<file path="config.mk">
export PLATFORM = sky130hd
export DESIGN_NAME = store_queue
export DESIGN_NICKNAME = d
export VERILOG_FILES = /design/src/rtl/sq_pkg.sv /design/src/rtl/sq_ptr_ctrl.sv /design/src/rtl/sq_entry_array.sv /design/src/rtl/sq_retire_gate.sv /design/src/rtl/store_queue.sv
export SDC_FILE = /design/constraint.sdc
export NUM_CORES = 1
export LEC_CHECK = 0
export BUFFER_PORTS_ARGS = -buffer_cell sky130_fd_sc_hd__buf_2
export CORE_MARGIN = 2
export CORE_UTILIZATION = 30
export DETAILED_ROUTE_END_ITERATION = 16
export PLACE_DENSITY = 0.53
export SYNTH_ARGS = -nofsm -noshare
export SYNTH_HDL_FRONTEND = slang
export SYNTH_SLANG_ARGS = --single-unit
export TNS_END_PERCENT = 5
</file>
<file path="constraint.sdc">
create_clock -name clk -period 9.1 [get_ports clk]
set_input_delay 0.91 -clock clk [delete_from_list [all_inputs] [get_ports clk]]
set_output_delay 0.91 -clock clk [all_outputs]
set_load 0.03 [all_outputs]
</file>
<file path="src/rtl/sq_pkg.sv">
package sq_pkg;
  typedef enum logic [2:0] {
    RC_IDLE,
    RC_OK,
    RC_EMPTY,
    RC_NOT_OLDEST,
    RC_INCOMPLETE
  } retire_chk_e;
endpackage

</file>
<file path="src/rtl/sq_ptr_ctrl.sv">
module sq_ptr_ctrl #(
  parameter int DEPTH = 8,
  parameter int IW    = 3
) (
  input  logic        clk,
  input  logic        rst_n,
  input  logic        alloc_valid,
  input  logic        retire_go,
  input  logic        flush,
  input  logic        l1_ready,
  output logic [IW:0] tail_q,
  output logic [IW:0] ret_q,
  output logic [IW:0] head_q,
  output logic        full,
  output logic        has_senior,
  output logic        alloc_fire,
  output logic        commit_fire
);
  localparam int PW = IW + 1;

  logic [PW-1:0] tail_d, ret_d, head_d;
  logic [PW-1:0] occ, senior_cnt;

  assign occ         = tail_q - head_q;
  assign senior_cnt  = ret_q - head_q;
  assign full        = (occ == PW'(DEPTH));
  assign has_senior  = (senior_cnt != '0);
  assign alloc_fire  = alloc_valid && !full && !flush;
  assign commit_fire = has_senior && l1_ready;

  always_comb begin
    ret_d  = ret_q + PW'(retire_go);
    head_d = head_q + PW'(commit_fire);
    if (flush) tail_d = ret_d;
    else       tail_d = tail_q + PW'(alloc_fire);
  end

  always_ff @(posedge clk or negedge rst_n) begin
    if (!rst_n) begin
      tail_q <= '0;
      ret_q  <= '0;
      head_q <= '0;
    end else begin
      tail_q <= tail_d;
      ret_q  <= ret_d;
      head_q <= head_d;
    end
  end

  p_no_overflow_r3: assert property (@(posedge clk) disable iff (!rst_n)
    (tail_q - head_q) <= PW'(DEPTH));

  p_senior_inside_r6: assert property (@(posedge clk) disable iff (!rst_n)
    (ret_q - head_q) <= (tail_q - head_q));

  p_commit_step_r6: assert property (@(posedge clk) disable iff (!rst_n)
    commit_fire |=> head_q == $past(head_q) + PW'(1));

  p_flush_tail_r8: assert property (@(posedge clk) disable iff (!rst_n)
    flush |=> tail_q == ret_q);
endmodule

</file>
<file path="src/rtl/sq_entry_array.sv">
module sq_entry_array #(
  parameter int DEPTH = 8,
  parameter int IW    = 3,
  parameter int AW    = 32,
  parameter int DW    = 32
) (
  input  logic          clk,
  input  logic          rst_n,
  input  logic          alloc_fire,
  input  logic [IW-1:0] alloc_idx,
  input  logic          addr_we,
  input  logic [IW-1:0] addr_idx,
  input  logic [AW-1:0] addr_in,
  input  logic          data_we,
  input  logic [IW-1:0] data_idx,
  input  logic [DW-1:0] data_in,
  input  logic [IW-1:0] rd_idx,
  output logic [AW-1:0] rd_addr,
  output logic [DW-1:0] rd_data,
  input  logic [IW-1:0] chk_idx,
  output logic          chk_has_addr,
  output logic          chk_has_data
);
  logic [AW-1:0] addr_q [DEPTH];
  logic [DW-1:0] data_q [DEPTH];
  logic [DEPTH-1:0] has_a_q, has_d_q;

  for (genvar g = 0; g < DEPTH; g++) begin : g_ent
    logic has_a_d, has_d_d, a_en, d_en, clr;

    assign clr  = alloc_fire && (alloc_idx == IW'(g));
    assign a_en = addr_we && (addr_idx == IW'(g));
    assign d_en = data_we && (data_idx == IW'(g));

    always_comb begin
      has_a_d = has_a_q[g];
      has_d_d = has_d_q[g];
      if (clr) begin
        has_a_d = 1'b0;
        has_d_d = 1'b0;
      end
      if (a_en) has_a_d = 1'b1;
      if (d_en) has_d_d = 1'b1;
    end

    always_ff @(posedge clk or negedge rst_n) begin
      if (!rst_n) begin
        has_a_q[g] <= 1'b0;
        has_d_q[g] <= 1'b0;
      end else begin
        has_a_q[g] <= has_a_d;
        has_d_q[g] <= has_d_d;
      end
    end

    always_ff @(posedge clk) begin
      if (a_en) addr_q[g] <= addr_in;
      if (d_en) data_q[g] <= data_in;
    end
  end

  assign rd_addr      = addr_q[rd_idx];
  assign rd_data      = data_q[rd_idx];
  assign chk_has_addr = has_a_q[chk_idx];
  assign chk_has_data = has_d_q[chk_idx];
endmodule

</file>
<file path="src/rtl/sq_retire_gate.sv">
module sq_retire_gate #(
  parameter int IW = 3
) (
  input  logic          clk,
  input  logic          rst_n,
  input  logic          retire_valid,
  input  logic [IW-1:0] retire_idx,
  input  logic [IW:0]   ret_q,
  input  logic [IW:0]   tail_q,
  input  logic          has_addr,
  input  logic          has_data,
  output logic          retire_go,
  output logic          retire_err
);
  import sq_pkg::*;

  retire_chk_e chk;
  logic        err_d;

  always_comb begin
    if (!retire_valid)                     chk = RC_IDLE;
    else if (ret_q == tail_q)              chk = RC_EMPTY;
    else if (retire_idx != ret_q[IW-1:0])  chk = RC_NOT_OLDEST;
    else if (!(has_addr && has_data))      chk = RC_INCOMPLETE;
    else                                   chk = RC_OK;
  end

  assign retire_go = (chk == RC_OK);
  assign err_d     = (chk != RC_IDLE) && (chk != RC_OK);

  always_ff @(posedge clk or negedge rst_n) begin
    if (!rst_n) retire_err <= 1'b0;
    else        retire_err <= err_d;
  end

  p_err_follows_req_r5: assert property (@(posedge clk) disable iff (!rst_n)
    retire_err |-> $past(retire_valid));
endmodule

</file>
<file path="src/rtl/store_queue.sv">
module store_queue #(
  parameter int DEPTH = 8,
  parameter int AW    = 32,
  parameter int DW    = 32,
  localparam int IW   = $clog2(DEPTH)
) (
  input  logic          clk,
  input  logic          rst_n,
  input  logic          alloc_valid,
  output logic          alloc_ready,
  output logic [IW-1:0] alloc_idx,
  input  logic          addr_wr_valid,
  input  logic [IW-1:0] addr_wr_idx,
  input  logic [AW-1:0] addr_wr_val,
  input  logic          data_wr_valid,
  input  logic [IW-1:0] data_wr_idx,
  input  logic [DW-1:0] data_wr_val,
  input  logic          retire_valid,
  input  logic [IW-1:0] retire_idx,
  output logic          retire_err,
  input  logic          flush,
  output logic          l1_valid,
  input  logic          l1_ready,
  output logic [AW-1:0] l1_addr,
  output logic [DW-1:0] l1_data
);
  localparam int PW = IW + 1;

  logic [PW-1:0] tail_q, ret_q, head_q, spec_cnt;
  logic          full, has_senior, alloc_fire, commit_fire, retire_go;
  logic          chk_a, chk_d;
  logic [IW-1:0] a_off, d_off;
  logic          addr_we, data_we;

  sq_ptr_ctrl #(.DEPTH(DEPTH), .IW(IW)) u_ptr (
    .clk(clk), .rst_n(rst_n), .alloc_valid(alloc_valid), .retire_go(retire_go),
    .flush(flush), .l1_ready(l1_ready), .tail_q(tail_q), .ret_q(ret_q),
    .head_q(head_q), .full(full), .has_senior(has_senior),
    .alloc_fire(alloc_fire), .commit_fire(commit_fire)
  );

  // writes land only on live, unretired entries
  assign spec_cnt = tail_q - ret_q;
  assign a_off    = addr_wr_idx - ret_q[IW-1:0];
  assign d_off    = data_wr_idx - ret_q[IW-1:0];
  assign addr_we  = addr_wr_valid && !flush && ({1'b0, a_off} < spec_cnt);
  assign data_we  = data_wr_valid && !flush && ({1'b0, d_off} < spec_cnt);

  sq_entry_array #(.DEPTH(DEPTH), .IW(IW), .AW(AW), .DW(DW)) u_arr (
    .clk(clk), .rst_n(rst_n), .alloc_fire(alloc_fire), .alloc_idx(tail_q[IW-1:0]),
    .addr_we(addr_we), .addr_idx(addr_wr_idx), .addr_in(addr_wr_val),
    .data_we(data_we), .data_idx(data_wr_idx), .data_in(data_wr_val),
    .rd_idx(head_q[IW-1:0]), .rd_addr(l1_addr), .rd_data(l1_data),
    .chk_idx(ret_q[IW-1:0]), .chk_has_addr(chk_a), .chk_has_data(chk_d)
  );

  sq_retire_gate #(.IW(IW)) u_gate (
    .clk(clk), .rst_n(rst_n), .retire_valid(retire_valid), .retire_idx(retire_idx),
    .ret_q(ret_q), .tail_q(tail_q), .has_addr(chk_a), .has_data(chk_d),
    .retire_go(retire_go), .retire_err(retire_err)
  );

  assign alloc_ready = !full;
  assign alloc_idx   = tail_q[IW-1:0];
  assign l1_valid    = has_senior;

  p_l1_hold_r7: assert property (@(posedge clk) disable iff (!rst_n)
    l1_valid && !l1_ready |=> l1_valid && $stable(l1_addr) && $stable(l1_data));

  p_senior_survives_r9: assert property (@(posedge clk) disable iff (!rst_n)
    flush && l1_valid && !l1_ready |=> l1_valid);

  p_reject_no_move_r5: assert property (@(posedge clk) disable iff (!rst_n)
    retire_valid && !retire_go |=> ret_q == $past(ret_q));
endmodule

</file>
==> results of run 1 <==
-- cell usage after synthesis (3+ instances only) --
library cell / n
edfxtp_1: 512
nand2_1: 204
mux4_2: 128
dfrtp_1: 29
ha_1: 21
inv_1: 21
clkbuf_1: 20
buf_1: 13
buf_2: 13
xnor2_1: 13
nor2_1: 12
o211ai_1: 10
nand3_1: 8
a32o_1: 7
o2bb2ai_1: 7
a21oi_1: 6
and3_2: 6
xor2_1: 6
buf_4: 5
nor2b_1: 5
o21ai_0: 5
nand2b_1: 4
nor3_1: 4
fa_1: 3
mux2_2: 3
nand4_1: 3
o2111ai_1: 3
-- worst paths after layout --
path / startpoint / end / slack, ns / depth (start not counted)
worst min-delay path: rst_n / u_ptr.ret_q[0] / 0.33 / 1
worst min register to register: u_arr.has_d_q[7] / u_arr.has_d_q[7] / 0.49 / 1
max in group asynchronous: rst_n / u_ptr.head_q[1] / 8.26 / 1
worst max register to register: u_ptr.ret_q[0] / u_arr.addr_q[1][25] / 5.18 / 9
min in group clk: u_arr.has_d_q[7] / u_arr.has_d_q[7] / 0.49 / 1
worst max-delay path: u_ptr.head_q[0] / l1_addr[0] / 4.56 / 6
-- state kept, by name, summed over array words and instances, names as in the netlist --
signal / flops
u_ptr.tail_q: 4
u_arr.addr_q: 256
u_arr.has_a_q: 8
u_ptr.ret_q: 4
u_arr.has_d_q: 8
u_gate.retire_err: 1
u_ptr.head_q: 4
u_arr.data_q: 256
-- layer usage --
| layer | wire (um) | global-route usage, % |
|---|---|---|
| met4 | 871 | 3.33 |
| met2 | 24000 | 22.5 |
| met3 | 1930 | 2.62 |
| met5 | 92 | 0 |
| met1 | 19600 | 15.9 |
-- critical path: cells and delay by family (launching register included) --
kind	cells	cell delay [ns]
flip-flops	1	0.59
buffers and inverters	3	1.57
multiplexers	1	0.57
AND/OR/NAND/NOR	2	0.24
-- through the flow --
stage               cell area [um2]  std cells  total power, W  setup WS, ns  hold slack (ns)
floorplan                     21200       1086         0.00449          4.05            0.456
global placement              23100       2143         0.00517          4.93            0.473
detailed placement            23100       2143         0.00518          4.91            0.476
CTS                           24900       2249         0.00746          4.38            0.317
global route                  24900       2249         0.00768          4.23            0.364
finish                        24900       2249         0.00731          4.56            0.334
-- cell families (layout without fill, tap and decap cells) --
group           Yosys count  in the layout
compound gates           46             46
xor+xnor                 19             19
fa+ha+maj                24             24
buf+inv                  73            296
flops                   541            541
mux                     131            131
simple gates            252            252
-- final cells by class --
cell class | count | area, um2
Sequential cell | 541 | 16100
Inverter | 21 | 78.8
Fill cell | 6595 | 45100
Timing Repair Buffer | 169 | 893
Multi-Input combinational cell | 472 | 4870
Tap cell | 940 | 1180
Clock inverter | 33 | 305
Clock buffer | 73 | 1510
-- power by group through the flow --
| stage | combinational, W | clock (W) | sequential, W |
|---|---|---|---|
| finish | 0.00224 | 0.00225 | 0.00282 |
| global route | 0.00243 | 0.00241 | 0.00283 |
| CTS | 0.00232 | 0.00232 | 0.00282 |
| detailed placement | 0.00231 | 0 | 0.00287 |
| global placement | 0.00230 | 0 | 0.00287 |
| floorplan | 0.00165 | 0 | 0.00285 |
==> impl_results.md, run 1 <==
- Status: completed
- Routed Wire Length: 46500 um
- WL per Instance: 20.7 um
- Ys flop type: edfxtp_1
- Cell Pwr Density: 293 nW/um2
- Die width: 270 um
- FF+latch count, synth: 541
- Clock Tree Buf Depth: 3
- DRC violations left: 0
- Post-Synth XOR/XNOR Area: 0.784%
- Yosys top cell area share: 72.5%
- Worst skew pair latency: 0.61 ns
- Crit path max fanout: 39
- Asr flop ratio synth: 5.36%
- # port buffers: 150
- Post-Synth Simple-Gate Area: 4.87%
- First-pass DRT Iterations: 4
- Mapped Area: 21200 um2
- Worst Hold Class: primary input to async pin
- CP max stage cell: buf_4
- EDFF count, synth: 512
- Core area: 70000 um2
- Main combinational cell family by area after synthesis: multiplexers
- Post_cts resized: 0
- Share of total power in combinational logic: 30.6%
- Worst Tran Pin Value: 1.08 ns
- Fmax: 220 MHz
- Crit path kind: flop to output port
- Max_cap viols: 0
- Die area: 72900 um2
- Synth cell types: 39
- Seq/Total Area, Yosys: 75.9%
- Worst path cell trace: buf_4, buf_4, mux4_2, nand2_1, nand2_1, buf_2
- Setup bufs post-CTS: 0
- CP required: 8.19 ns
- RePlAce Congestion: 0.739
- Final setup skew: 0.0263 ns
- Vias: 10300
- Synth Area in Adders: 1.52%
- Worst Setup End Kind: output port
- Setup TNS: 0 ns
- CP startpoint kind: flop
- Mux contribution to synthesized area: 13.7%
- Vias/cell: 4.59
- Die H: 270 um
- Io pins: 151
- Most frequent cells in the layout: edfxtp_1 (512), nand2_1 (204), buf_2 (150), mux4_2 (128), clkbuf_16 (58)
- Final Hold Viols: 0
- Static leakage: 8.48 nW
- Clock sink total: 541
- Vias in the first global route: 11200
- CTS Buf Count: 58
- Unrepaired setup endpoints after global routing: no
- Root Driver: clkbuf_16
- Synth area leader: edfxtp_1
- Share of power burned in the clock network: 30.8%
- First-pass GRT wire length: 70300 um
- Ratio of cells with drive above 1 in the final layout: 30.6%
- Period utilization: 49.9%
- Tmin final: 4.54 ns
- Post-Route Utilization: 35.6%
- Area grow syn2layout: 17.6%
- Post-DRT Antenna Nets: 0
- Remaining global-route overflow: 0
- Net Sw Power: 0.00239 W
- Net Sw Frac: 32.7%
- Detailed placement HPWL: 25500 um
- Number of antenna diodes: 0
- Internal power: 0.00492 W
- Worst rel slew slack: 27.7%
- Worst VDD drop: 0.205 mV
- Synth Warn #: 0
- Syn Inst Count: 1086
- Final setup viols: 0
- Most common cell after layout, fill and taps aside: edfxtp_1
- H-Tree Level Count: 2
- Initial antenna violation count: 11
- Syn_nets: 1191
- Crit path largest cell delay: 0.70 ns
- Largest net degree at the start of global routing: 67
- TritonCTS clock tree: built
- Avg Inst Size Synth: 19.5 um2
- Final nets: 1368
- GRT Overall Usage: 12.8%
- Sequential power share: 38.6%
- Synth Area in Compound Gates: 1.70%
- Drt initial violations: 746
- Initial Util: 30.3%
- Largest cells by area after synthesis: edfxtp_1 (72%), mux4_2 (14%), nand2_1 (3.6%), dfrtp_1 (3.4%), ha_1 (1.2%)
- Final Max Slew Viols: 0
- Crit path DAT: 3.63 ns
- Worst-path clk slew: 0.06 ns
- CTS Hold Bufs: 0
- FP Rows: 97
Note: power is estimated with default switching activity, not from simulation.
==> run 2, diff against run 1 <==
--- a/config.mk
+++ b/config.mk
@@ -9,7 +9,7 @@
 export CORE_MARGIN = 2
 export CORE_UTILIZATION = 30
 export DETAILED_ROUTE_END_ITERATION = 16
-export PLACE_DENSITY = 0.53
+export PLACE_DENSITY = 0.55
 export SYNTH_ARGS = -nofsm -noshare
 export SYNTH_HDL_FRONTEND = slang
 export SYNTH_SLANG_ARGS = --single-unit
==> constraint.sdc (replaced) <==
create_clock -name clk -period 3.85 [get_ports clk]
set_input_delay 0.385 -clock clk [delete_from_list [all_inputs] [get_ports clk]]
set_output_delay 0.385 -clock clk [all_outputs]
set_load 0.03 [all_outputs]
==> run 2 against run 1 <==
Power is 140% higher. Critical path depth is 4 higher. Wire length is 3.3% lower. Non-clock buffer count is 6 higher. Die area stayed put. Cell area is 1.1% higher. Worst hold slack worse by 0.29 ns. Combinational power is 140% higher. Register-to-register slack worse by 4.7 ns. Clock power is 130% higher. Setup slack worse by 4.1 ns. Cell count is 0.22% higher.
==> impl_results.md, run 2 (synthesized netlist as in run 1, its figures left out) <==
- Vias: 10400 (+0.36%)
- Internal power: 0.0115 W (+130%)
- Vias/cell: 4.60 (+0.14%)
- Reg-to-Reg Start: u_ptr.ret_q[0]
- Initial Util: 30.3% (unchanged)
- Largest net degree at the start of global routing: 131 (+96%)
- Root Driver: clkbuf_16
- FP Rows: 97 (unchanged)
- Unrepaired setup endpoints after global routing: no
- Final setup viols: 0 (unchanged)
- TritonCTS clock tree: built
- Final cell count without fillers: 2254 (+0.22%)
- Routed Wire Length: 44900 um (-3.3%)
- Final setup skew: 0.0134 ns (-0.0128 ns)
- Vias in the first global route: 10900 (-2.4%)
- Share of total power in combinational logic: 30.9% (+0.3 points)
- Crit path max fanout: 32 (-18%)
- Io pins: 151 (unchanged)
- # port buffers: 150 (unchanged)
- Critical R2R Capture: u_arr.data_q[2][30]
- Crit path kind: flop to flop
- Initial antenna violation count: 12 (+1)
- Clock Tree Buf Depth: 3 (unchanged)
- Number of antenna diodes: 0 (unchanged)
- Post-DRT Antenna Nets: 0 (unchanged)
- CTS Buf Count: 56 (-3.4%)
- Tmin final: 3.37 ns
- Flop2flop setup slack: 0.48 ns (-4.70 ns)
- Hold Path Sink: u_gate.retire_err
- Detailed placement HPWL: 25300 um (-1.1%)
- Final Max Slew Viols: 0 (unchanged)
- Pre-CTS setup slack: 0.436 ns (-4.48 ns)
- Cells on Worst Hold Path: 2
- Clock sink total: 541 (unchanged)
- Most frequent cells in the layout: edfxtp_1 (512), nand2_1 (204), buf_2 (150), mux4_2 (128), clkbuf_16 (56)
- CP required: 4.14 ns (-4.05 ns)
- First-pass DRT Iterations: 5 (+1)
- H-Tree Level Count: 2 (unchanged)
- Area grow syn2layout: 18.8%
- CP startpoint kind: flop
- Worst Tran Pin Value: 0.981 ns (-0.103 ns)
- Worst VDD drop: 0.616 mV (+200%)
- Cell Pwr Density: 682 nW/um2 (+130%)
- Worst skew pair latency: 0.61 ns (about the same)
- Share of power burned in the clock network: 30.4% (-0.4 points)
- Hold Path Origin: retire_valid
- Net Sw Power: 0.00567 W (+140%)
- Final nets: 1372 (+0.29%)
- Final Hold Viols: 0 (unchanged)
- First-pass GRT wire length: 67200 um (-4.4%)
- Tot Pwr: 0.0172 W (+140%)
- Period utilization: 87.6%
- Max_cap viols: 0 (unchanged)
- Worst Hold Class: primary input to flop
- Net Sw Frac: 33.0% (+0.28 points)
- Drt initial violations: 719 (-3.6%)
- Post_cts resized: 0 (unchanged)
- Worst-path clk slew: 0.06 ns (about the same)
- Static leakage: 8.56 nW (+0.99%)
- Crit path DAT: 3.66 ns (+0.03 ns)
- R2R depth: 10 (+1)
- RePlAce Congestion: 0.770 (+4.2%)
- Ratio of cells with drive above 1 in the final layout: 31.6% (+0.95 points)
- PnR worst setup slack: 0.477 ns (-4.08 ns)
- DRC violations left: 0 (unchanged)
- Placed insts: 2148 (+0.23%)
- Die H: 270 um (unchanged)
- GRT Overall Usage: 12.1% (-0.62 points)
- Core area: 70000 um2 (unchanged)
- Most common cell after layout, fill and taps aside: edfxtp_1
- Fmax: 296 MHz
- Status: completed
- Worst Setup End Kind: flop
- Sequential power share: 38.7% (about the same)
- Remaining global-route overflow: 0 (unchanged)
- # fillers: 6558 (-0.56%)
- Worst rel slew slack: 34.6% (+6.9 points)
- Regs by FF count: u_arr.addr_q: 256 flops, u_arr.data_q: 256 flops
- Die width: 270 um (unchanged)
- Min Hold Slack: 0.0439 ns (-0.291 ns)
- WL per Instance: 19.9 um (-3.6%)
- Die area: 72900 um2 (unchanged)
-- run 2: cell types whose count changed in the layout (fill, tap and decap cells not counted), sizes merged --
cell         before  now
inv              24   25
bufinv            5    4
dlygate4sd3       0    1
clkbuf           73   62
buf             169  174
clkinv           24   32
clkinvlp          1    3
-- run 2: worst max-delay path by stage --
stage / slack, ns / from / to / cells past startpoint
2_1_floorplan: -0.90 / u_ptr.ret_q[1] / u_arr.addr_q[3][0] / 9
3_3_place_gp: 0.50 / u_ptr.ret_q[0] / u_arr.data_q[3][13] / 10
3_5_place_dp: 0.44 / u_ptr.ret_q[0] / u_arr.data_q[3][16] / 10
4_1_cts: 0.44 / u_ptr.ret_q[0] / u_arr.data_q[2][30] / 10
5_1_grt: 0.27 / u_ptr.ret_q[0] / u_arr.data_q[2][25] / 10
6_report: 0.48 / u_ptr.ret_q[0] / u_arr.data_q[2][30] / 10
-- run 2: repair_timing --
action,CTS,global route
buffers inserted,0,0
endpoints found under the hold margin,29,0
hold buffers,1,0
setup endpoints to repair,0,0
-- run 2: layout make-up --
cell class	instances	area (um2)	area share [%]
Clock buffer	62	1420	5.65
Clock inverter	43	367	1.45
Inverter	21	78.8	0.313
Multi-Input combinational cell	472	4870	19.3
Sequential cell	541	16100	63.9
Tap cell	940	1180	4.67
Timing Repair Buffer	175	1180	4.68
-- run 2: power by group through the flow --
| stage | clock (W) | sequential, W | combinational (W) |
|---|---|---|---|
| floorplan | 0 | 0.00673 | 0.00389 |
| global placement | 0 | 0.00676 | 0.00548 |
| detailed placement | 0 | 0.00676 | 0.00549 |
| CTS | 0.00537 | 0.00664 | 0.00550 |
| global route | 0.00559 | 0.00665 | 0.00577 |
| finish | 0.00522 | 0.00664 | 0.00531 |
-- run 2: per-layer routing --
layer / routed length, um / part of all wire, % / track usage (%) / up-vias
met5: 79 / 0.18 / 0 / -
met4: 1040 / 2.3 / 3.49 / 14
met3: 2050 / 4.6 / 2.55 / 83
met2: 22900 / 51 / 21.2 / 217
met1: 18900 / 42 / 15.2 / 5383
li1: - / - / - / 4670
-- run 2: per-stage QoR --
step | cell area, um2 | TNS, ns | utilization, %
after detailed placement | 23400 | 0 | 33.4
final | 25200 | 0 | 36.0
after global placement | 23400 | 0 | 33.4
after CTS | 25200 | 0 | 36.0
after floorplan | 21200 | -107.76 | -
after global routing | 25200 | 0 | 36.0
-- run 2: critical path, stage by stage (launching register included) --
cell and delay (ns):
dfrtp_1 0.64, ha_1 0.26, inv_1 0.06, fa_1 0.48
inv_1 0.06, ha_1 0.29, a21o_1 0.16, a21oi_1 0.20
o2111ai_2 0.40, nor2_4 0.24, buf_12 0.25
